`src/rtl/cwa_pkg.sv`:
```
package cwa_pkg;
  // comma forms, bit 0 = first received bit
  localparam logic [9:0] K28_5_RDN = 10'h17C;
  localparam logic [9:0] K28_5_RDP = 10'h283;
endpackage

```
`src/rtl/cwa_pattern_scan.sv`:
```
module cwa_pattern_scan #(
  parameter int W = 10,
  parameter logic [W-1:0] PAT_A = '0,
  parameter logic [W-1:0] PAT_B = '0,
  localparam int SW = 2 * W
) (
  input  logic [SW-1:0] stream_i,
  output logic [W-1:0]  hit_o
);
  for (genvar k = 0; k < W; k++) begin : g_off
    logic [W-1:0] win;
    assign win = stream_i[k +: W];
    assign hit_o[k] = (win == PAT_A) || (win == PAT_B);
  end
endmodule

```
`src/rtl/cwa_barrel_shift.sv`:
```
module cwa_barrel_shift #(
  parameter int W = 10,
  localparam int SW = 2 * W,
  localparam int OFF_W = $clog2(W)
) (
  input  logic [SW-1:0]    stream_i,
  input  logic [OFF_W-1:0] off_i,
  output logic [W-1:0]     win_o
);
  logic [W-1:0] wins [W];

  for (genvar k = 0; k < W; k++) begin : g_win
    assign wins[k] = stream_i[k +: W];
  end

  always_comb begin
    win_o = '0;
    for (int k = 0; k < W; k++) begin
      if (off_i == OFF_W'(k)) win_o = wins[k];
    end
  end
endmodule

```
`src/rtl/cwa_boundary_ctrl.sv`:
```
module cwa_boundary_ctrl #(
  parameter int W = 10,
  localparam int OFF_W = $clog2(W)
) (
  input  logic             clk_i,
  input  logic             rst_ni,
  input  logic             slip_i,
  input  logic             align_en_i,
  input  logic [W-1:0]     hit_i,
  output logic [OFF_W-1:0] sel_off_o,
  output logic [OFF_W-1:0] off_o,
  output logic             sync_o
);
  logic [OFF_W-1:0] off_q, first_off, slip_off;
  logic             sync_q, any_hit, cur_hit, move;

  // lowest matching offset wins
  always_comb begin
    first_off = '0;
    for (int k = W - 1; k >= 0; k--) begin
      if (hit_i[k]) first_off = OFF_W'(k);
    end
  end

  always_comb begin
    cur_hit = 1'b0;
    for (int k = 0; k < W; k++) begin
      if (off_q == OFF_W'(k)) cur_hit = hit_i[k];
    end
  end

  assign any_hit   = |hit_i;
  assign move      = align_en_i & ~slip_i & any_hit & ~cur_hit;
  assign sel_off_o = move ? first_off : off_q;
  assign slip_off  = (off_q == OFF_W'(W - 1)) ? '0 : off_q + 1'b1;

  always_ff @(posedge clk_i or negedge rst_ni) begin
    if (!rst_ni) begin
      off_q  <= '0;
      sync_q <= 1'b0;
    end else if (slip_i) begin
      off_q  <= slip_off;
      sync_q <= 1'b0;
    end else begin
      off_q <= sel_off_o;
      if (align_en_i && any_hit) sync_q <= 1'b1;
    end
  end

  assign off_o  = off_q;
  assign sync_o = sync_q;
endmodule

```
`src/rtl/comma_word_aligner.sv`:
```
module comma_word_aligner #(
  parameter int W = 10,
  parameter logic [W-1:0] PAT_A = cwa_pkg::K28_5_RDN,
  parameter logic [W-1:0] PAT_B = cwa_pkg::K28_5_RDP,
  localparam int SW = 2 * W,
  localparam int OFF_W = $clog2(W)
) (
  input  logic         clk_i,
  input  logic         rst_ni,
  input  logic [W-1:0] raw_i,
  input  logic         align_en_i,
  input  logic         slip_i,
  output logic [W-1:0] data_o,
  output logic         comma_o,
  output logic         sync_o
);
  logic [W-1:0]     prev_q, win, hit;
  logic [SW-1:0]    stream;
  logic [OFF_W-1:0] sel_off, off_q;
  logic             sel_hit;

  always_ff @(posedge clk_i or negedge rst_ni) begin
    if (!rst_ni) prev_q <= '0;
    else         prev_q <= raw_i;
  end

  // earlier word in the low half
  assign stream = {raw_i, prev_q};

  cwa_pattern_scan #(.W(W), .PAT_A(PAT_A), .PAT_B(PAT_B)) u_scan (
    .stream_i (stream),
    .hit_o    (hit)
  );

  cwa_boundary_ctrl #(.W(W)) u_ctrl (
    .clk_i      (clk_i),
    .rst_ni     (rst_ni),
    .slip_i     (slip_i),
    .align_en_i (align_en_i),
    .hit_i      (hit),
    .sel_off_o  (sel_off),
    .off_o      (off_q),
    .sync_o     (sync_o)
  );

  cwa_barrel_shift #(.W(W)) u_shift (
    .stream_i (stream),
    .off_i    (sel_off),
    .win_o    (win)
  );

  always_comb begin
    sel_hit = 1'b0;
    for (int k = 0; k < W; k++) begin
      if (sel_off == OFF_W'(k)) sel_hit = hit[k];
    end
  end

  always_ff @(posedge clk_i or negedge rst_ni) begin
    if (!rst_ni) begin
      data_o  <= '0;
      comma_o <= 1'b0;
    end else begin
      data_o  <= win;
      comma_o <= sel_hit;
    end
  end
endmodule

```
`config.mk`:
```
export PLATFORM = sky130hd
export DESIGN_NAME = comma_word_aligner
export DESIGN_NICKNAME = d
export VERILOG_FILES = /design/src/rtl/cwa_pkg.sv /design/src/rtl/cwa_pattern_scan.sv /design/src/rtl/cwa_barrel_shift.sv /design/src/rtl/cwa_boundary_ctrl.sv /design/src/rtl/comma_word_aligner.sv
export SDC_FILE = /design/constraint.sdc
export NUM_CORES = 1
export LEC_CHECK = 0
export BUFFER_PORTS_ARGS = -buffer_cell sky130_fd_sc_hd__buf_4
export CAP_MARGIN = 20
export CORE_MARGIN = 3
export CORE_UTILIZATION = 40
export DETAILED_ROUTE_END_ITERATION = 6
export GPL_TIMING_DRIVEN = 0
export PLACE_DENSITY = 0.66
export REMOVE_ABC_BUFFERS = 1
export SLEW_MARGIN = 20
export SYNTH_ARGS = -nofsm -noshare
export SYNTH_HDL_FRONTEND = slang
export SYNTH_SLANG_ARGS = --single-unit
```
`constraint.sdc`:
```
create_clock -name clk_i -period 3.9 [get_ports clk_i]
set_clock_uncertainty 0.2 [all_clocks]
set_input_delay 0.195 -clock clk_i [delete_from_list [all_inputs] [get_ports clk_i]]
set_output_delay 0.195 -clock clk_i [all_outputs]
set_load 0.01 [all_outputs]
```
==> impl_results.md, run 1 <==
* Crit-path most repeated cell: buf_6
* Final instance area at 3750 sq um
* Measured slew at the worst slew-check pin at 0.549 ns
* Comb pwr share at 64.1%
* Setup ws final at -0.0975 ns
* Final nets at 409
* CP delay by family, top: compound AO/OA/AOI/OAI gates
* First-pass GRT wire length at 15800 um
* Largest net degree at the start of global routing at 27
* CTS clk-pin slew, worst paths at 0.11 ns
* Synth area leaders: dfrtp_1 (23%), mux2i_1 (8.5%), a21oi_1 (4.6%), nor2_1 (3.9%), a22oi_1 (3.7%)
* GRT Overall Usage at between 20% and 30%
* Final Setup Violations at 1
* Final GP Congestion at 0.937
* CTS sink count at 26
* P&R area growth vs syn at 33.0%
* Fillers at 564
* CP startpoint kind: register
* Root Buffer Master: clkbuf_8
* Total die area at 8090 sq um
* Routed wire per std cell at around 22 um
* Status: finished with violations
* Final WL at approximately 11000 um
* Crit. End Element: register
* CTS buffer count at 3
* FF+latch count, synth at 26
* Most common cell after layout, fill and taps aside: buf_4
* Post-layout min period at between 3 and 4 ns
* Most frequent cells in the layout: buf_4 (49), nor2_1 (28), a21oi_1 (24)
* Max Freq at about 250 MHz
* Via count of the first global-routing pass at 2991
* Netlist cell types at 68
* Initial core utilization at between 40% and 50%
* CP Class: reg2reg
* PortBufs at 25
* Violated checks: negative setup slack
* Sequential Power Share at a little under a quarter
* # diodes at 0
* Mapped cell area at between 2000 and 3000 sq um
* Die width at 90.0 um
* FF/Latch Area at 674 sq um
* Area of the multi-input gates at 2270 sq um
* Die height at 90.0 um
* Synth top area share at roughly 23%
* Final setup TNS at -0.0975 ns
* Final hold vios at 0
* Worst path cell trace: buf_6, buf_8, nand4b_1, buf_4, o41ai_4, o22ai_1, o21ai_2, a21oi_4, buf_6, mux2i_4, buf_6, buf_4, a21oi_1, a211oi_1, a221oi_1, a21oi_1
* Setup WS pre-CTS at -1.12 ns
* Synth warn at 0
* Residual DRC at 0
* Slowest stage delay, CP at roughly 0.5 ns
* Leakage power total at 1.47 nW
* Overall Power at 0.00194 W
* Clk pwr share at 12.4%
* Period utilization at 103%
* IO Count at 26
* Core area at 6600 sq um
* Worst vdd ir at 0.278 mV
* Drt first pass iters at 7
* Antenna-violating nets left at 0
* Vias at around 3400
* Layout cells sized above 1 at 29.9%
* Htree depth at 1
* Syn avg cell area at 8.03 sq um
* CP max-delay cell: dfrtp_4
* Post-Syn Instances at 351
* WP data required at 3.85 ns
* Max Cap Viol at 0
* Ys flop type: dfrtp_1
* HPWL Detailed at 6300 um
* Post-synthesis sequential area ratio at 23.1%
* Clk buf depth at 2
* Initial antenna violation count at 0
* Worst hold path type: in2reg
* Later-pin clock latency in the skew report at between 0.2 and 0.3 ns
* Final Max Slew Viols at 0
* Standard-cell rows at 29
* Cell area after placement at just under 3000 sq um
* Synth area leader: dfrtp_1
* Power Density at 516 nW/um^2
* Grt ovf at 0
* CP max FO at 11
* Crit path arrival time at 3.95 ns
* Drt via density at ~7.0
* Sw Ratio at 47.1%
* Slew Limit Headroom at between 60 and 70%
* Number of flops mapped to enable cells by yosys at 0
* Internal Power at roughly 0.0010 W
* Crit path buf inv count at 6
* Async S/R FF share, synth at 100%
* CTS tree: done
* P_sw at around 0.0009 W
* Drt initial violations at 533
==> routing by layer <==
layer	GRT usage, %	vias up	part of all wire [%]
li1	-	1465	-
met1	34.0	1599	40
met2	36.5	279	45
met3	3.51	51	11
met4	7.40	0	3.5
met5	0	-	0
==> cell type report <==
| type | instances | area share, % |
|---|---|---|
| flip-flops and latches | 26 | 18.0 |
| inverters | 8 | 0.801 |
| multi-input cells | 287 | 60.4 |
| well taps | 93 | 3.10 |
| clock buffers | 3 | 1.10 |
| repair buffers | 69 | 15.8 |
| clock inverters | 1 | 0.801 |
==> synthesized netlist by cell type, types with 3 or more instances <==
| master | n |
|---|---|
| a31oi_1 | 4 |
| dfrtp_1 | 26 |
| nand2_1 | 19 |
| nand2b_1 | 5 |
| nor3_1 | 13 |
| o211ai_1 | 12 |
| o21ai_1 | 5 |
| a21oi_1 | 26 |
| mux2i_1 | 24 |
| o22ai_1 | 5 |
| buf_2 | 17 |
| nor4_1 | 4 |
| nand4_1 | 7 |
| inv_1 | 8 |
| o21a_1 | 3 |
| buf_6 | 3 |
| o221ai_1 | 3 |
| a221oi_1 | 7 |
| and3b_1 | 5 |
| a22oi_1 | 14 |
| nor3b_1 | 5 |
| a222oi_1 | 3 |
| mux2_2 | 4 |
| nand4b_1 | 4 |
| nand3_1 | 16 |
| and4_1 | 3 |
| clkbuf_1 | 8 |
| a41oi_1 | 3 |
| nor2_1 | 29 |
| nor4bb_1 | 3 |
| o21ai_0 | 6 |
| nor2b_1 | 6 |
| and2_1 | 3 |
==> worst reg2reg max path, cell delays in order (launching register included) <==
cell	delay [ns]
dfrtp_4	0.50
buf_6	0.15
buf_8	0.15
nand4b_1	0.22
buf_4	0.22
o41ai_4	0.42
o22ai_1	0.17
o21ai_2	0.29
a21oi_4	0.15
buf_6	0.15
mux2i_4	0.19
buf_6	0.16
buf_4	0.15
a21oi_1	0.14
a211oi_1	0.07
a221oi_1	0.40
a21oi_1	0.14
==> worst paths after layout <==
kind,start,slack [ns],cells after the start,end
worst max-delay path,prev_q[8]$_DFF_PN0_,-0.1,16,data_o[7]$_DFF_PN0_
worst min-delay path,raw_i[1],0.12,3,data_o[2]$_DFF_PN0_
worst max register to register,prev_q[8]$_DFF_PN0_,-0.1,16,data_o[7]$_DFF_PN0_
worst min register to register,u_ctrl.off_o[2]$_DFF_PN0_,0.36,1,u_ctrl.off_o[2]$_DFF_PN0_
max in group asynchronous,rst_ni,3.06,2,prev_q[9]$_DFF_PN0_
min in group asynchronous,rst_ni,0.14,2,u_ctrl.off_o[1]$_DFF_PN0_
==> power groups by stage <==
stage          Clock [W]  Sequential (W)  Combinational (W)
5_1_grt         0.000251        0.000462            0.00133
3_5_place_dp           0        0.000453            0.00102
2_1_floorplan          0        0.000446           0.000675
3_3_place_gp           0        0.000448           0.000995
6_report        0.000240        0.000454            0.00124
4_1_cts         0.000240        0.000446            0.00110
==> state kept, by name (all words and copies together), names as in the netlist <==
name,count
u_ctrl.off_o,4
comma_o,1
prev_q,10
u_ctrl.sync_o,1
data_o,10
==> cells by family (layout without fill, tap and decap cells) <==
| group | Yosys count | after routing | share of synthesized area (%) |
|---|---|---|---|
| AOI/OAI and AO/OA | 114 | 115 | 28.9 |
| DFF | 26 | 26 | 23.1 |
| muxes | 29 | 29 | 10.6 |
| buffers and inverters | 39 | 81 | 7.01 |
| and+or+nand+nor | 143 | 143 | 30.4 |
==> what timing repair did <==
action                                  in CTS  in global routing
buffers inserted                            14                 16
hold buffers                                13                  0
gates resized for setup                     21                 48
cloned                                       1                  0
hold endpoints to repair                    40                  0
endpoints found under the setup margin      13                 11
pin swaps                                    1                  6
==> per-stage QoR <==
| step | instances | hold slack [ns] | utilization [%] |
|---|---|---|---|
| finish | 487 | 0.115 | 56.8 |
| global route | 487 | 0.125 | 56.8 |
| CTS | 471 | 0.0868 | 51.0 |
| detailed placement | 439 | -0.0613 | 45.1 |
| global placement | 438 | -0.0691 | 44.8 |
| floorplan | 320 | -0.301 | - |
No activity file was read; power rests on OpenSTA's default activity.
==> run 2, diff against run 1 <==
Settings changed: ABC_AREA from default to 1, PLACE_DENSITY 0.66 to 0.57.
==> run 2 against run 1 <==
Compared with the run above:
- the flow now finishes without violations
- fmax rose by 12%
- synthesized cell count rose by 39%
- final cell count rose by 24%
- non-clock buffer count fell by 32
- sequential share of layout area rose by 2.2 points
- sequential cell count did not move
- die area rose by 2.3%
- sequential power fell by 13%
- utilization fell by 9.8 points
- cell area fell by 14%
==> impl_results.md, run 2 <==
* Sw Ratio at 47.2% (+0.10 points)
* Routed wire per std cell at 15.4 um (-30%)
* CP max FO at 14 (+3)
* Worst vdd ir at 0.198 mV (-29%)
* First-pass GRT wire length at 15400 um (-2.1%)
* Slowest stage delay, CP at 0.53 ns (+0.03 ns)
* RSZ-0062 raised after global routing: no
* GRT met3 Usage at 2.07% (-1.4 points)
* Core area at 6910 sq um (+4.6%)
* GRT Overall Usage at 22.9% (-0.76 points)
* Leakage power total at 1.57 nW (+6.2%)
* Internal Power at 0.000752 W (-27%)
* Die width at 91.0 um (+1.2%)
* WP data required at 3.94 ns (+0.09 ns)
* Syn avg cell area at 5.92 sq um (-26%)
* Total die area at 8280 sq um (+2.3%)
* Number of post-CTS setup repair buffers at 0 (-14)
* Synth area leaders: dfrtp_1 (23%), nand2_1 (19%), nor2_1 (11%), nand3_1 (8.7%), nand4_1 (7.6%)
* Crit-path most repeated cell: nand2_1
* CP delay by family, top: simple AND/OR/NAND/NOR gates
* Slew Limit Headroom at 43.3% (-19 points)
* Most common cell after layout, fill and taps aside: nand2_1
* Post-Syn Instances at 488 (+39%)
* Clk pwr share at 17.2% (+4.8 points)
* Netlist cell types at 31 (-54%)
* CP startpoint kind: input port
* Top-count cell post-synth: nand2_1
* Vias at 3233 (-4.7%)
* FF+latch count, synth at 26 (unchanged)
* Grt ovf at 0 (unchanged)
* Root Buffer Master: clkbuf_8
* Mapped cell area at 2890 sq um (+2.5%)
* CTS buffer count at 3 (unchanged)
* Grt met1 use at 32.0% (-2.0 points)
* Initial antenna violation count at 0 (unchanged)
* Later-pin clock latency in the skew report at 0.29 ns (about the same)
* GRT met2 Usage at 37.5% (+1.1 points)
* Die height at 91.0 um (+1.2%)
* Fillers at 772 (+37%)
* CTS clk-pin slew, worst paths at 0.12 ns (about the same)
* CTS tree: done
* HPWL Detailed at 6650 um (+5.5%)
* Number of flops mapped to enable cells by yosys at 0 (unchanged)
* Max Cap Viol at 0 (unchanged)
* Synth area leader: dfrtp_1
* # diodes at 0 (unchanged)
* Drt first pass iters at 5 (-2)
* P_sw at 0.000672 W (-26%)
* IO Count at 26 (unchanged)
* Via count of the first global-routing pass at 3091 (+3.3%)
* PortBufs at 25 (unchanged)
* Worst hold path type: in2reg
* Final GP Congestion at 0.904 (-3.5%)
* CP Class: in2reg
* Final Max Slew Viols at 0 (unchanged)
* Final Setup Violations at 0 (-1)
* Standard-cell rows at 30 (+3.4%)
* Worst path cell trace: dlygate4sd3_1, buf_4, inv_1, nand2_1, nor2_1, nand4_1, nand2_1, nor2_1, nand2_1, o21ai_2, nor2_4, nand3_4, nand2_1, nand2_2, nor2_2, and2_4, nand2_1, nand4_1, nand2_1, nand3_1
* Largest net degree at the start of global routing at 29 (+7.4%)
* Status: finished, final reports clean
* Sequential Power Share at 27.8% (+4.3 points)
* Top cells by count, synth: nand2_1 (149), nor2_1 (85), nand3_1 (50)
* Final WL at 9300 um (-13%)
* Residual DRC at 0 (unchanged)
* Post-layout min period at 3.56 ns (-0.433 ns)
* Measured slew at the worst slew-check pin at 0.844 ns (+0.296 ns)
* Layout cells sized above 1 at 16.6% (-13 points)
* Crit path arrival time at 3.60 ns (-0.35 ns)
* Final nets at 521 (+27%)
* Max Freq at 281 MHz (+12%)
* Antenna-violating nets left at 0 (unchanged)
* P&R area growth vs syn at 12.2%
* GR peak layer: met2
* Period utilization at 91.4% (-11 points)
* Ys flop type: dfrtp_1
* Synth top area share at 22.5% (-0.56 points)
* Power Density at 439 nW/um^2 (-15%)
* Async S/R FF share, synth at 100% (unchanged)
* Crit path buf inv count at 3 (-3)
* Synth warn at 0 (unchanged)
* Overall Power at 0.00142 W (-26%)
* CTS sink count at 26 (unchanged)
* Drt initial violations at 334 (-37%)
* Drt via density at 5.37 (-23%)
* Post-synthesis sequential area ratio at 22.5% (-0.56 points)
* Most frequent cells in the layout: nand2_1 (149), nor2_1 (85), nand3_1 (50)
* Clk buf depth at 2 (unchanged)
* Final hold vios at 0 (unchanged)
* Final setup TNS at 0 ns (+0.0975 ns)
* Comb pwr share at 54.9% (-9.2 points)
* Initial core utilization at 41.8% (-0.86 points)
* CP max-delay cell: dlygate4sd3_1
* Htree depth at 1 (unchanged)
* Crit. End Element: register
-- run 2: metrics by stage --
step                      hold WS, ns  setup WS, ns  utilization [%]  cell area, sq um  cells
after detailed placement      -0.0548         0.117             44.0              3040    586
after floorplan                -0.301          1.03                -              2720    465
after global routing            0.154        0.0685             46.9              3240    602
final                           0.110         0.336             46.9              3240    602
after global placement        -0.0585         0.180             43.8              3020    586
after CTS                       0.110         0.100             46.8              3230    602
-- run 2: final cells by class --
class	count	area [sq um]	area share (%)
Clock buffer	3	41.3	1.27
Clock inverter	1	30.0	0.926
Inverter	48	185	5.71
Multi-Input combinational cell	391	1900	58.7
Sequential cell	26	653	20.1
Tap cell	96	120	3.71
Timing Repair Buffer	37	308	9.49
-- run 2: cell families (layout without fill, tap and decap cells) --
family                    after synthesis  after routing  share of synthesized area (%)
AOI/OAI and AO/OA                      11             11                           2.03
xor gates and xnor gates                1              1                          0.303
buffers and inverters                  71             89                           12.4
DFF                                    26             26                           22.5
and+or+nand+nor                       379            379                           62.7
-- run 2: per-layer routing --
layer	vias to the layer above	routed length, um	part of all wire, %
met3	11	494	5.3
met1	1496	4380	47
li1	1610	-	-
met4	0	138	1.5
met5	-	0	0
met2	116	4290	46
-- run 2: power by group through the flow --
stage	registers [W]	logic (W)	clock network (W)
after floorplan	0.000417	0.000479	0
after global placement	0.000401	0.000752	0
after detailed placement	0.000400	0.000768	0
after CTS	0.000394	0.000779	0.000253
after global routing	0.000405	0.000871	0.000258
final	0.000396	0.000783	0.000246
-- run 2: timing repair --
item | CTS | global route
hold buffers | 12 | 0
hold endpoints to repair | 44 | 0
setup endpoints to repair | 0 | 11
resized for setup | 0 | 4
-- run 2: final timing paths --
check | to | start | cells after the start | slack, ns
setup / recovery | comma_o$_DFF_PN0_ | raw_i[2] | 20 | 0.34
hold / removal | u_ctrl.sync_o$_DFFE_PN0P_ | align_en_i | 5 | 0.11
setup reg to reg | comma_o$_DFF_PN0_ | prev_q[6]$_DFF_PN0_ | 19 | 0.41
hold reg to reg | u_ctrl.sync_o$_DFFE_PN0P_ | u_ctrl.sync_o$_DFFE_PN0P_ | 2 | 0.36
max in group asynchronous | prev_q[9]$_DFF_PN0_ | rst_ni | 2 | 3.04
min in group asynchronous | u_ctrl.off_o[3]$_DFF_PN0_ | rst_ni | 2 | 0.14
-- run 2: tightest hold or removal path: cells and delay by family --
kind,cells,cell delay [ns]
AND/OR/NAND/NOR,1,0.04
buffers and inverters,2,0.14
AO/OA/AOI/OAI,2,0.18
